**config.mk**
```make
export PLATFORM = sky130hd
export DESIGN_NAME = octet_frame_rx
export DESIGN_NICKNAME = d
export VERILOG_FILES = /design/src/rtl/frx_pkg.sv /design/src/rtl/frx_descrambler.sv /design/src/rtl/frx_deframer.sv /design/src/rtl/frx_fcs_check.sv /design/src/rtl/frx_packer.sv /design/src/rtl/octet_frame_rx.sv
export SDC_FILE = /design/constraint.sdc
export NUM_CORES = 1
export LEC_CHECK = 0
export ABC_AREA = 1
export CORE_UTILIZATION = 25
export CTS_BUF_LIST = sky130_fd_sc_hd__clkbuf_8 sky130_fd_sc_hd__clkbuf_16
export DETAILED_ROUTE_END_ITERATION = 8
export GPL_ROUTABILITY_DRIVEN = 1
export GPL_TIMING_DRIVEN = 0
export PLACE_DENSITY = 0.46
export SLEW_MARGIN = 20
export SYNTH_ARGS = -nofsm -noshare
export SYNTH_HDL_FRONTEND = slang
export SYNTH_SLANG_ARGS = --single-unit
```
**constraint.sdc**
```tcl
create_clock -name clk -period 2.63 [get_ports clk]
set_input_delay 0.6575 -clock clk [delete_from_list [all_inputs] [get_ports clk]]
set_output_delay 0.6575 -clock clk [all_outputs]
set_load 0.01 [all_outputs]
```
**src/rtl/frx_pkg.sv**
```systemverilog
// Shared constants, state type and FCS-32 step function for the frame receiver.
package frx_pkg;
    localparam logic [7:0]  FLAG_BYTE  = 8'h7E;
    localparam logic [7:0]  ESC_BYTE   = 8'h7D;
    localparam logic [7:0]  ESC_XOR    = 8'h20;
    localparam logic [31:0] CRC_POLY   = 32'hEDB88320;
    localparam logic [31:0] CRC_PRESET = 32'hFFFFFFFF;
    localparam logic [31:0] CRC_GOOD   = 32'hDEBB20E3;

    typedef enum logic [1:0] {
        ST_HUNT,   // no flag seen yet
        ST_IDLE,   // between frames, after a flag
        ST_FRAME,  // inside a frame
        ST_ESC     // escape byte received, next byte is transformed
    } link_state_t;

    // One byte of the reflected FCS-32, least significant bit first.
    function automatic logic [31:0] crc32_step(input logic [31:0] crc_in,
                                               input logic [7:0]  data);
        logic [31:0] c;
        c = crc_in ^ {24'h0, data};
        for (int k = 0; k < 8; k++) begin
            c = c[0] ? ((c >> 1) ^ CRC_POLY) : (c >> 1);
        end
        return c;
    endfunction
endpackage

```
**src/rtl/frx_descrambler.sv**
```systemverilog
// Self-synchronizing descrambler, polynomial x^LAG + 1, applied to whole bytes.
// Assumes LAG > BYTE_W and that bit BYTE_W-1 is the earliest bit in time.
// The history always holds the raw received bits, so enabling it needs no resync.
module frx_descrambler #(
    parameter int BYTE_W = 8,
    parameter int LAG    = 43
) (
    input  logic              clk,
    input  logic              rst_n,
    input  logic              enable,
    input  logic [BYTE_W-1:0] in_data,
    input  logic              in_valid,
    output logic [BYTE_W-1:0] out_data,
    output logic              out_valid
);
    localparam int KEEP_W = LAG - BYTE_W;

    logic [LAG-1:0]    hist_q;
    logic [BYTE_W-1:0] mask;

    // Each bit's partner lies exactly LAG bit-times earlier, all within the history.
    for (genvar j = 0; j < BYTE_W; j++) begin : g_tap
        assign mask[j] = enable & hist_q[KEEP_W + j];
    end

    // Register the descrambled byte and advance the raw-bit history.
    always_ff @(posedge clk) begin
        if (!rst_n) begin
            hist_q    <= '0;
            out_data  <= '0;
            out_valid <= 1'b0;
        end else begin
            out_valid <= in_valid;
            if (in_valid) begin
                hist_q   <= {hist_q[KEEP_W-1:0], in_data};
                out_data <= in_data ^ mask;
            end
        end
    end

    // bypass leaves the byte untouched, one cycle later
    assert_bypass_R2: assert property (@(posedge clk) disable iff (!rst_n)
        (in_valid && !enable) |=> (out_valid && out_data == $past(in_data)));
endmodule

```
**src/rtl/frx_deframer.sv**
```systemverilog
// Flag delimiting and escape removal. Consumes one byte per strobe and reports
// frame start, unstuffed content bytes, and frame close (normal or abort).
// Assumes upstream byte alignment.
module frx_deframer (
    input  logic       clk,
    input  logic       rst_n,
    input  logic [7:0] byte_in,
    input  logic       byte_valid,
    output logic       frame_start,
    output logic       content_valid,
    output logic [7:0] content_data,
    output logic       close_valid,
    output logic       close_abort
);
    import frx_pkg::*;

    link_state_t st_q, st_d;

    // Decode the incoming byte against the link state.
    always_comb begin
        st_d          = st_q;
        frame_start   = 1'b0;
        content_valid = 1'b0;
        content_data  = byte_in;
        close_valid   = 1'b0;
        close_abort   = 1'b0;
        if (byte_valid) begin
            case (st_q)
                ST_HUNT: begin
                    if (byte_in == FLAG_BYTE) st_d = ST_IDLE;
                end
                ST_IDLE: begin
                    if (byte_in == ESC_BYTE) begin
                        frame_start = 1'b1;
                        st_d        = ST_ESC;
                    end else if (byte_in != FLAG_BYTE) begin
                        frame_start   = 1'b1;
                        content_valid = 1'b1;
                        st_d          = ST_FRAME;
                    end
                end
                ST_FRAME: begin
                    if (byte_in == FLAG_BYTE) begin
                        close_valid = 1'b1;
                        st_d        = ST_IDLE;
                    end else if (byte_in == ESC_BYTE) begin
                        st_d = ST_ESC;
                    end else begin
                        content_valid = 1'b1;
                    end
                end
                default: begin
                    if (byte_in == FLAG_BYTE) begin
                        close_valid = 1'b1;
                        close_abort = 1'b1;
                        st_d        = ST_IDLE;
                    end else begin
                        content_valid = 1'b1;
                        content_data  = byte_in ^ ESC_XOR;
                        st_d          = ST_FRAME;
                    end
                end
            endcase
        end
    end

    // Hold the link state.
    always_ff @(posedge clk) begin
        if (!rst_n) st_q <= ST_HUNT;
        else        st_q <= st_d;
    end

    // nothing leaves the deframer before the first flag
    assert_hunt_silent_R1: assert property (@(posedge clk) disable iff (!rst_n)
        (st_q == ST_HUNT) |-> (!content_valid && !close_valid && !frame_start));
endmodule

```
**src/rtl/frx_fcs_check.sv**
```systemverilog
// Running FCS-32 and saturating length count over the unstuffed frame bytes.
// Verdicts are valid in the cycle of a close event, which always follows the
// last content byte by at least one strobe.
module frx_fcs_check #(
    parameter int MIN_LEN = 4
) (
    input  logic       clk,
    input  logic       rst_n,
    input  logic       frame_start,
    input  logic       content_valid,
    input  logic [7:0] content_data,
    output logic       crc_good,
    output logic       too_short
);
    import frx_pkg::*;

    localparam int LEN_W = $clog2(MIN_LEN + 1);
    localparam logic [LEN_W-1:0] LEN_SAT = LEN_W'(MIN_LEN);

    logic [31:0]      crc_q, crc_base;
    logic [LEN_W-1:0] len_q, len_base;

    assign crc_base  = frame_start ? CRC_PRESET : crc_q;
    assign len_base  = frame_start ? '0 : len_q;
    assign crc_good  = (crc_q == CRC_GOOD);
    assign too_short = (len_q < LEN_SAT);

    // Accumulate check sequence and length; restart on each frame opening.
    always_ff @(posedge clk) begin
        if (!rst_n) begin
            crc_q <= CRC_PRESET;
            len_q <= '0;
        end else if (content_valid) begin
            crc_q <= crc32_step(crc_base, content_data);
            len_q <= (len_base == LEN_SAT) ? len_base : len_base + 1'b1;
        end else if (frame_start) begin
            crc_q <= CRC_PRESET;
            len_q <= '0;
        end
    end

    // a frame opening with a content byte has counted exactly one byte
    assert_len_restart_R8: assert property (@(posedge clk) disable iff (!rst_n)
        (frame_start && content_valid) |=> (len_q == LEN_W'(1)));
endmodule

```
**src/rtl/frx_packer.sv**
```systemverilog
// Builds packets from content bytes. A HOLD-deep line withholds the last HOLD
// bytes when stripping, and a one-byte pending slot lets the close event tag the
// final byte with end and error. Assumes the sink accepts each byte before the
// next one is produced; a stalled byte is replaced by a newer one otherwise.
module frx_packer #(
    parameter int BYTE_W = 8,
    parameter int HOLD   = 4
) (
    input  logic              clk,
    input  logic              rst_n,
    input  logic              strip_en,
    input  logic              frame_start,
    input  logic              content_valid,
    input  logic [BYTE_W-1:0] content_data,
    input  logic              close_valid,
    input  logic              close_bad,
    output logic [BYTE_W-1:0] pkt_data,
    output logic              pkt_valid,
    output logic              pkt_sop,
    output logic              pkt_eop,
    output logic              pkt_err,
    input  logic              pkt_ready
);
    localparam int CNT_W = $clog2(HOLD + 1);
    localparam logic [CNT_W-1:0] FULL = CNT_W'(HOLD);

    logic [BYTE_W-1:0] line_q [HOLD];
    logic [CNT_W-1:0]  fill_q, fill_base;
    logic              shift_full, new_pend;
    logic [BYTE_W-1:0] new_pend_data;
    logic              pend_valid, pend_first;
    logic [BYTE_W-1:0] pend_data;
    logic              emit, emit_sop, emit_eop, emit_err;
    logic [BYTE_W-1:0] emit_data;
    logic              in_pkt;

    assign fill_base     = frame_start ? '0 : fill_q;
    assign shift_full    = strip_en && (fill_base == FULL);
    assign new_pend      = content_valid && (!strip_en || shift_full);
    assign new_pend_data = strip_en ? line_q[0] : content_data;

    // Pick what, if anything, goes to the output register this cycle.
    always_comb begin
        emit      = 1'b0;
        emit_data = '0;
        emit_sop  = 1'b0;
        emit_eop  = 1'b0;
        emit_err  = 1'b0;
        if (close_valid) begin
            emit     = 1'b1;
            emit_eop = 1'b1;
            if (pend_valid) begin
                emit_data = pend_data;
                emit_sop  = pend_first;
                emit_err  = close_bad;
            end else begin
                emit_sop = 1'b1;
                emit_err = 1'b1;
            end
        end else if (new_pend && pend_valid) begin
            emit      = 1'b1;
            emit_data = pend_data;
            emit_sop  = pend_first;
        end
    end

    // Fill or shift the withholding line.
    always_ff @(posedge clk) begin
        if (!rst_n) begin
            for (int i = 0; i < HOLD; i++) line_q[i] <= '0;
            fill_q <= '0;
        end else if (close_valid) begin
            fill_q <= '0;
        end else if (content_valid && strip_en) begin
            if (!shift_full) begin
                for (int i = 0; i < HOLD; i++) begin
                    if (fill_base == CNT_W'(i)) line_q[i] <= content_data;
                end
                fill_q <= fill_base + 1'b1;
            end else begin
                for (int i = 0; i < HOLD - 1; i++) line_q[i] <= line_q[i+1];
                line_q[HOLD-1] <= content_data;
                fill_q <= FULL;
            end
        end else if (frame_start) begin
            fill_q <= '0;
        end
    end

    // Keep the one byte that waits to learn whether it ends the packet.
    always_ff @(posedge clk) begin
        if (!rst_n) begin
            pend_valid <= 1'b0;
            pend_first <= 1'b0;
            pend_data  <= '0;
        end else if (close_valid) begin
            pend_valid <= 1'b0;
        end else if (new_pend) begin
            pend_valid <= 1'b1;
            pend_first <= !pend_valid;
            pend_data  <= new_pend_data;
        end
    end

    // Output register with ready-based hold.
    always_ff @(posedge clk) begin
        if (!rst_n) begin
            pkt_valid <= 1'b0;
            pkt_data  <= '0;
            pkt_sop   <= 1'b0;
            pkt_eop   <= 1'b0;
            pkt_err   <= 1'b0;
        end else if (emit) begin
            pkt_valid <= 1'b1;
            pkt_data  <= emit_data;
            pkt_sop   <= emit_sop;
            pkt_eop   <= emit_eop;
            pkt_err   <= emit_err;
        end else if (pkt_ready) begin
            pkt_valid <= 1'b0;
        end
    end

    // Track whether an accepted packet is still open, for the marker checks.
    always_ff @(posedge clk) begin
        if (!rst_n)                                      in_pkt <= 1'b0;
        else if (pkt_valid && pkt_ready && pkt_eop)      in_pkt <= 1'b0;
        else if (pkt_valid && pkt_ready && pkt_sop)      in_pkt <= 1'b1;
    end

    // a stalled byte holds while nothing newer arrives
    assert_stall_hold_R10: assert property (@(posedge clk) disable iff (!rst_n)
        (pkt_valid && !pkt_ready && !emit) |=>
        (pkt_valid && $stable(pkt_data) && $stable(pkt_sop) && $stable(pkt_eop) && $stable(pkt_err)));

    // error is only reported on the closing byte
    assert_err_on_eop_R9: assert property (@(posedge clk) disable iff (!rst_n)
        (pkt_valid && pkt_err) |-> pkt_eop);

    // start marker exactly at packet boundaries
    assert_sop_boundary_R9: assert property (@(posedge clk) disable iff (!rst_n)
        pkt_valid |-> (pkt_sop == !in_pkt));

    // a frame closing with nothing pending yields the lone error marker byte
    assert_empty_marker_R8: assert property (@(posedge clk) disable iff (!rst_n)
        (close_valid && !pend_valid) |=>
        (pkt_valid && pkt_sop && pkt_eop && pkt_err && pkt_data == '0));
endmodule

```
**src/rtl/octet_frame_rx.sv**
```systemverilog
// Top: descrambler -> deframer -> (FCS checker, packer). One octet per strobe.
// Assumes byte-aligned input and configuration changed only while idle.
module octet_frame_rx #(
    parameter int BYTE_W    = 8,
    parameter int SCR_LAG   = 43,
    parameter int FCS_BYTES = 4,
    parameter int MIN_LEN   = 4
) (
    input  logic              clk,
    input  logic              rst_n,
    input  logic              cfg_descramble_en,
    input  logic              cfg_strip_fcs,
    input  logic [BYTE_W-1:0] rx_data,
    input  logic              rx_valid,
    output logic [BYTE_W-1:0] pkt_data,
    output logic              pkt_valid,
    output logic              pkt_sop,
    output logic              pkt_eop,
    output logic              pkt_err,
    input  logic              pkt_ready
);
    logic [BYTE_W-1:0] ds_data;
    logic              ds_valid;
    logic              f_start, f_cvalid, f_close, f_abort;
    logic [BYTE_W-1:0] f_cdata;
    logic              crc_good, too_short, close_bad;

    assign close_bad = f_abort | !crc_good | too_short;

    frx_descrambler #(.BYTE_W(BYTE_W), .LAG(SCR_LAG)) u_descr (
        .clk(clk), .rst_n(rst_n), .enable(cfg_descramble_en),
        .in_data(rx_data), .in_valid(rx_valid),
        .out_data(ds_data), .out_valid(ds_valid)
    );

    frx_deframer u_deframe (
        .clk(clk), .rst_n(rst_n), .byte_in(ds_data), .byte_valid(ds_valid),
        .frame_start(f_start), .content_valid(f_cvalid), .content_data(f_cdata),
        .close_valid(f_close), .close_abort(f_abort)
    );

    frx_fcs_check #(.MIN_LEN(MIN_LEN)) u_fcs (
        .clk(clk), .rst_n(rst_n), .frame_start(f_start),
        .content_valid(f_cvalid), .content_data(f_cdata),
        .crc_good(crc_good), .too_short(too_short)
    );

    frx_packer #(.BYTE_W(BYTE_W), .HOLD(FCS_BYTES)) u_pack (
        .clk(clk), .rst_n(rst_n), .strip_en(cfg_strip_fcs),
        .frame_start(f_start), .content_valid(f_cvalid), .content_data(f_cdata),
        .close_valid(f_close), .close_bad(close_bad),
        .pkt_data(pkt_data), .pkt_valid(pkt_valid), .pkt_sop(pkt_sop),
        .pkt_eop(pkt_eop), .pkt_err(pkt_err), .pkt_ready(pkt_ready)
    );
endmodule

```
==> results.txt <==
Prior to clock tree synthesis, the placed netlist has a worst setup slack of -385.6 ps. The die covers 29,460 um2. The worst setup path is launched from a flop. The run gives 985 as the synthesized net count. The run gives 28,010 um2 as the area of the core region.

The vertical die dimension is 171.6 um. The highest fanout seen on the critical path is 10, and the number of max-cap violations is 0. The post-placement cell count is 1,366, and the number of sinks driven by the clock tree is 146.

The ratio of cells with drive above 1 in the final layout is 0.1143, and the net count reported at finish is 1,030. Power comes to 5.381 mW. Clock-pin slew was measured on the worst setup and hold paths at 70 ps. For the final database, setup skew stands at 18.11 ps. For the global-route total usage across every layer, the log shows 0.1502. The launch instance of the worst register-to-register path was u_descr.out_data[4]. The repair_antennas step left the layout with diodes totalling 0.

The slew of the pin with the lowest slew margin was 694.9 ps; the cell count of the worst hold path was 2. The initialized floorplan defines 61 standard-cell rows. Last weighted congestion value of the routability-driven placer: 0.8315. The critical path is of the flop to flop type.

The worst reg-to-reg path cell count works out to 14. Final max-slew violation count: 0. For this run, design rule violations remaining after detail routing come to 0. Clock tree synthesis inserted a total of 17 buffers. For the worst setup path, the data arrival time is 2630 ps. From left edge to right edge, the die measures 171.6 um. The proportion of netlist area held by the largest area contributor is 0.3172, and the synthesis-to-finish area growth is 19.37%. After synthesis the cells add up to 7194 um2. Kind of path behind the tightest hold check: flop to flop.

The endpoint kind of the worst setup timing path was a flop. TritonCTS built the clock tree. The endpoint identified for the worst register-to-register timing path is u_pack.line_q[1][7]. The number of warnings reported in the yosys synthesis log is 0. Max-slew headroom at the worst pin: 0.5367. The pin count of the biggest net entering global routing is 18, and the synthesis-stage register bit count is 146.

Power spread over the standard cell area amounts to 626.5 nW/um2. The logs give 3.455 nW for the static power due to leakage and 170 ps for the register-to-register setup slack. The run gives 0 as the number of hold-slack violations in the final timing report. The logs give 6,280 for the overall via count from detail_route and 4 for the number of H-tree levels. The per-cell routed wire length is 14.83 um. Data on the critical path is required at its endpoint by 2800 ps.

Final design utilization: 0.3066. By area the synthesized netlist is led by sky130_fd_sc_hd__dfxtp_1, sky130_fd_sc_hd__edfxtp_1, sky130_fd_sc_hd__nand2_1. The effective utilization at floorplan is 0.2568, and the number of iterations in the first detailed-routing pass is 5. The run gives 430 ps as the later-pin clock latency in the skew report. The share of the cycle needed by the critical path after routing is 0.9350, and the minimum clock period after layout is 2459 ps. The worst IR drop on VDD came out at 0.3036 mV. Terminating pin of the worst hold path: u_pack.pkt_sop. Setup violations remaining at the end of the flow were counted as 0. The final layout contains routed wiring with a total length of 20,790 um. Timing would allow up to 406.7 MHz. Fill cells in the final layout number 3,052. The run finished with clean final reports.

The count of placed standard cells in the final layout, fillers left out is 1,402. The run gives 0.4508 as the fraction of the yosys area taken by sequential cells. In this run the most critical hold path is launched from u_pack.pend_first. The wire length of the first global-routing pass was 33,150 um. Synthesis produced a netlist whose cell count is 966. Once detail routing completed, the nets flagged for antenna violations numbered 0.

The buffer cell driving the clock tree root was sky130_fd_sc_hd__clkbuf_16. The synthesized design spends more area on one cell type than any other, namely sky130_fd_sc_hd__dfxtp_1. A synthesized cell averages 7.448 um2. The number of global-route vias before repair was 5,907; the top-level port count was 26.

The tools report the final setup slack of the worst path as 171.0 ps. Global routing finished with a remaining overflow of 0. Synthesis instantiated 42 different standard cells from the library. The number of violations reported at the end of detailed-routing iteration 0 is 510, and the maximum count of clock buffers along a single path is 2.

Summed over all nets, the half-perimeter wirelength after detailed placement is 15,250 um. The post-detailed-route via-to-cell ratio came out at 4.479. The number of buffers inserted by port buffering is 22, and the number of antenna violations at the first check in global routing is 0.
## critical path, stage by stage, from the launching register on
cell and delay (ps):
sky130_fd_sc_hd__dfxtp_2 420, sky130_fd_sc_hd__nand2_1 90, sky130_fd_sc_hd__nor2_2 150, sky130_fd_sc_hd__nand2_4 140
sky130_fd_sc_hd__nand2_8 120, sky130_fd_sc_hd__inv_1 100, sky130_fd_sc_hd__buf_6 160, sky130_fd_sc_hd__nor2_2 140
sky130_fd_sc_hd__inv_1 80, sky130_fd_sc_hd__ha_1 200, sky130_fd_sc_hd__nand3_1 150, sky130_fd_sc_hd__nand2_4 100
sky130_fd_sc_hd__buf_4 180, sky130_fd_sc_hd__nand3_1 100, sky130_fd_sc_hd__nand2_1 60
## flip-flops by register name, indices dropped and copies added, names as in the netlist
register and cells:
u_descr.hist_q 43, u_fcs.crc_q 32, u_pack.line_q 32, u_descr.out_data 8, u_pack.pend_data 8, u_pack.pkt_data 8
u_fcs.len_q 3, u_pack.fill_q 3, u_deframe.st_q 2, u_descr.out_valid 1, u_pack.pend_first 1, u_pack.pend_valid 1
u_pack.pkt_eop 1, u_pack.pkt_err 1, u_pack.pkt_sop 1, u_pack.pkt_valid 1
## power by group
group | total (mW) | internal [mW] | leakage [nW] | switching (mW)
logic | 0.541 | 0.171 | 1.90 | 0.370
registers | 2.40 | 2.35 | 1.26 | 0.0475
clock network | 2.44 | 1.28 | 0.291 | 1.16
## through the flow
| stage | cell area, um2 | TNS, ps | hold WS (ps) |
|---|---|---|---|
| after floorplan | 7194 | 0 | 432.9 |
| after global placement | 7888 | -14310 | 449.8 |
| after detailed placement | 7888 | -13880 | 451.8 |
| after CTS | 8508 | 0 | 461.0 |
| after global routing | 8588 | -6.110 | 487.4 |
| final | 8588 | 0 | 455.2 |
## worst max-delay path by stage
stage | end | slack, ps | start
after global placement | u_pack.line_q[2][6] | -390 | cfg_strip_fcs
after detailed placement | u_pack.line_q[2][6] | -390 | cfg_strip_fcs
after CTS | u_pack.line_q[3][7] | 3 | u_descr.out_data[1]
after global routing | u_pack.line_q[0][1] | -6 | u_descr.out_data[0]
after floorplan | u_pack.line_q[2][0] | 400 | u_descr.out_data[6]
final | u_pack.line_q[1][7] | 170 | u_descr.out_data[4]
## layout by cell type, fill, tap and decap left out, drive strengths merged, types with 13 or more instances in the layout
master	n
clkdlybuf4s50	22
xnor2	13
inv	70
nor2	143
or2	14
edfxtp	32
dfxtp	114
buf	23
nand2	242
nand3	55
o21ai	113
xor2	25
a21oi	68
clkbuf	43
## final cells by class
type | count | area [um2] | area share
plain buffers | 44 | 241.5 | 0.02812
clock buffers | 17 | 425.4 | 0.04953
clock inverters | 15 | 162.7 | 0.01894
inverters | 66 | 252.7 | 0.02943
multi-input cells | 709 | 3516 | 0.4094
flip-flops and latches | 146 | 3259 | 0.3795
well taps | 378 | 473.0 | 0.05507
repair buffers | 27 | 257.7 | 0.03001
## layer usage
layer / track usage / up-vias / part of all wire
met1: 0.2082 / 2851 / 0.50
met5: 0 / - / 0
met4: 0.04037 / 0 / 0.010
met3: 0.02830 / 15 / 0.044
met2: 0.2366 / 156 / 0.45
li1: - / 3258 / -
## kinds of logic (layout without fill, tap and decap cells)
family          Yosys count  count (layout)  synth area share
compound gates          193             193            0.1400
buf+inv                 111             169           0.06730
fa+ha+maj                 5               5          0.008696
flops                   146             146            0.4508
simple gates            473             473            0.2833
xor+xnor                 38              38           0.04991
## synth_stat cells, drive strengths merged
library cell,n
nor2,143
a211oi,1
o21ai,113
nand4,8
buf,18
dfxtp,114
edfxtp,32
nor4,5
inv,62
o211ai,5
xor2,25
nand3,55
clkbuf,27
a221oi,1
clkinv,4
a31oi,4
a21oi,68
xnor2,13
nor3,4
nand3b,1
ha,5
nand2,242
or2,14
and2,1
o22ai,1
## timing repair
item / in CTS / in global routing
endpoints found under the setup margin: 48 / 67
buffers inserted: 1 / 4
resized for setup: 11 / 15
pin swaps: 0 / 1
endpoints found under the hold margin: 0 / 0
hold buffers: 0 / 0
(Power assumes the default switching activity.)
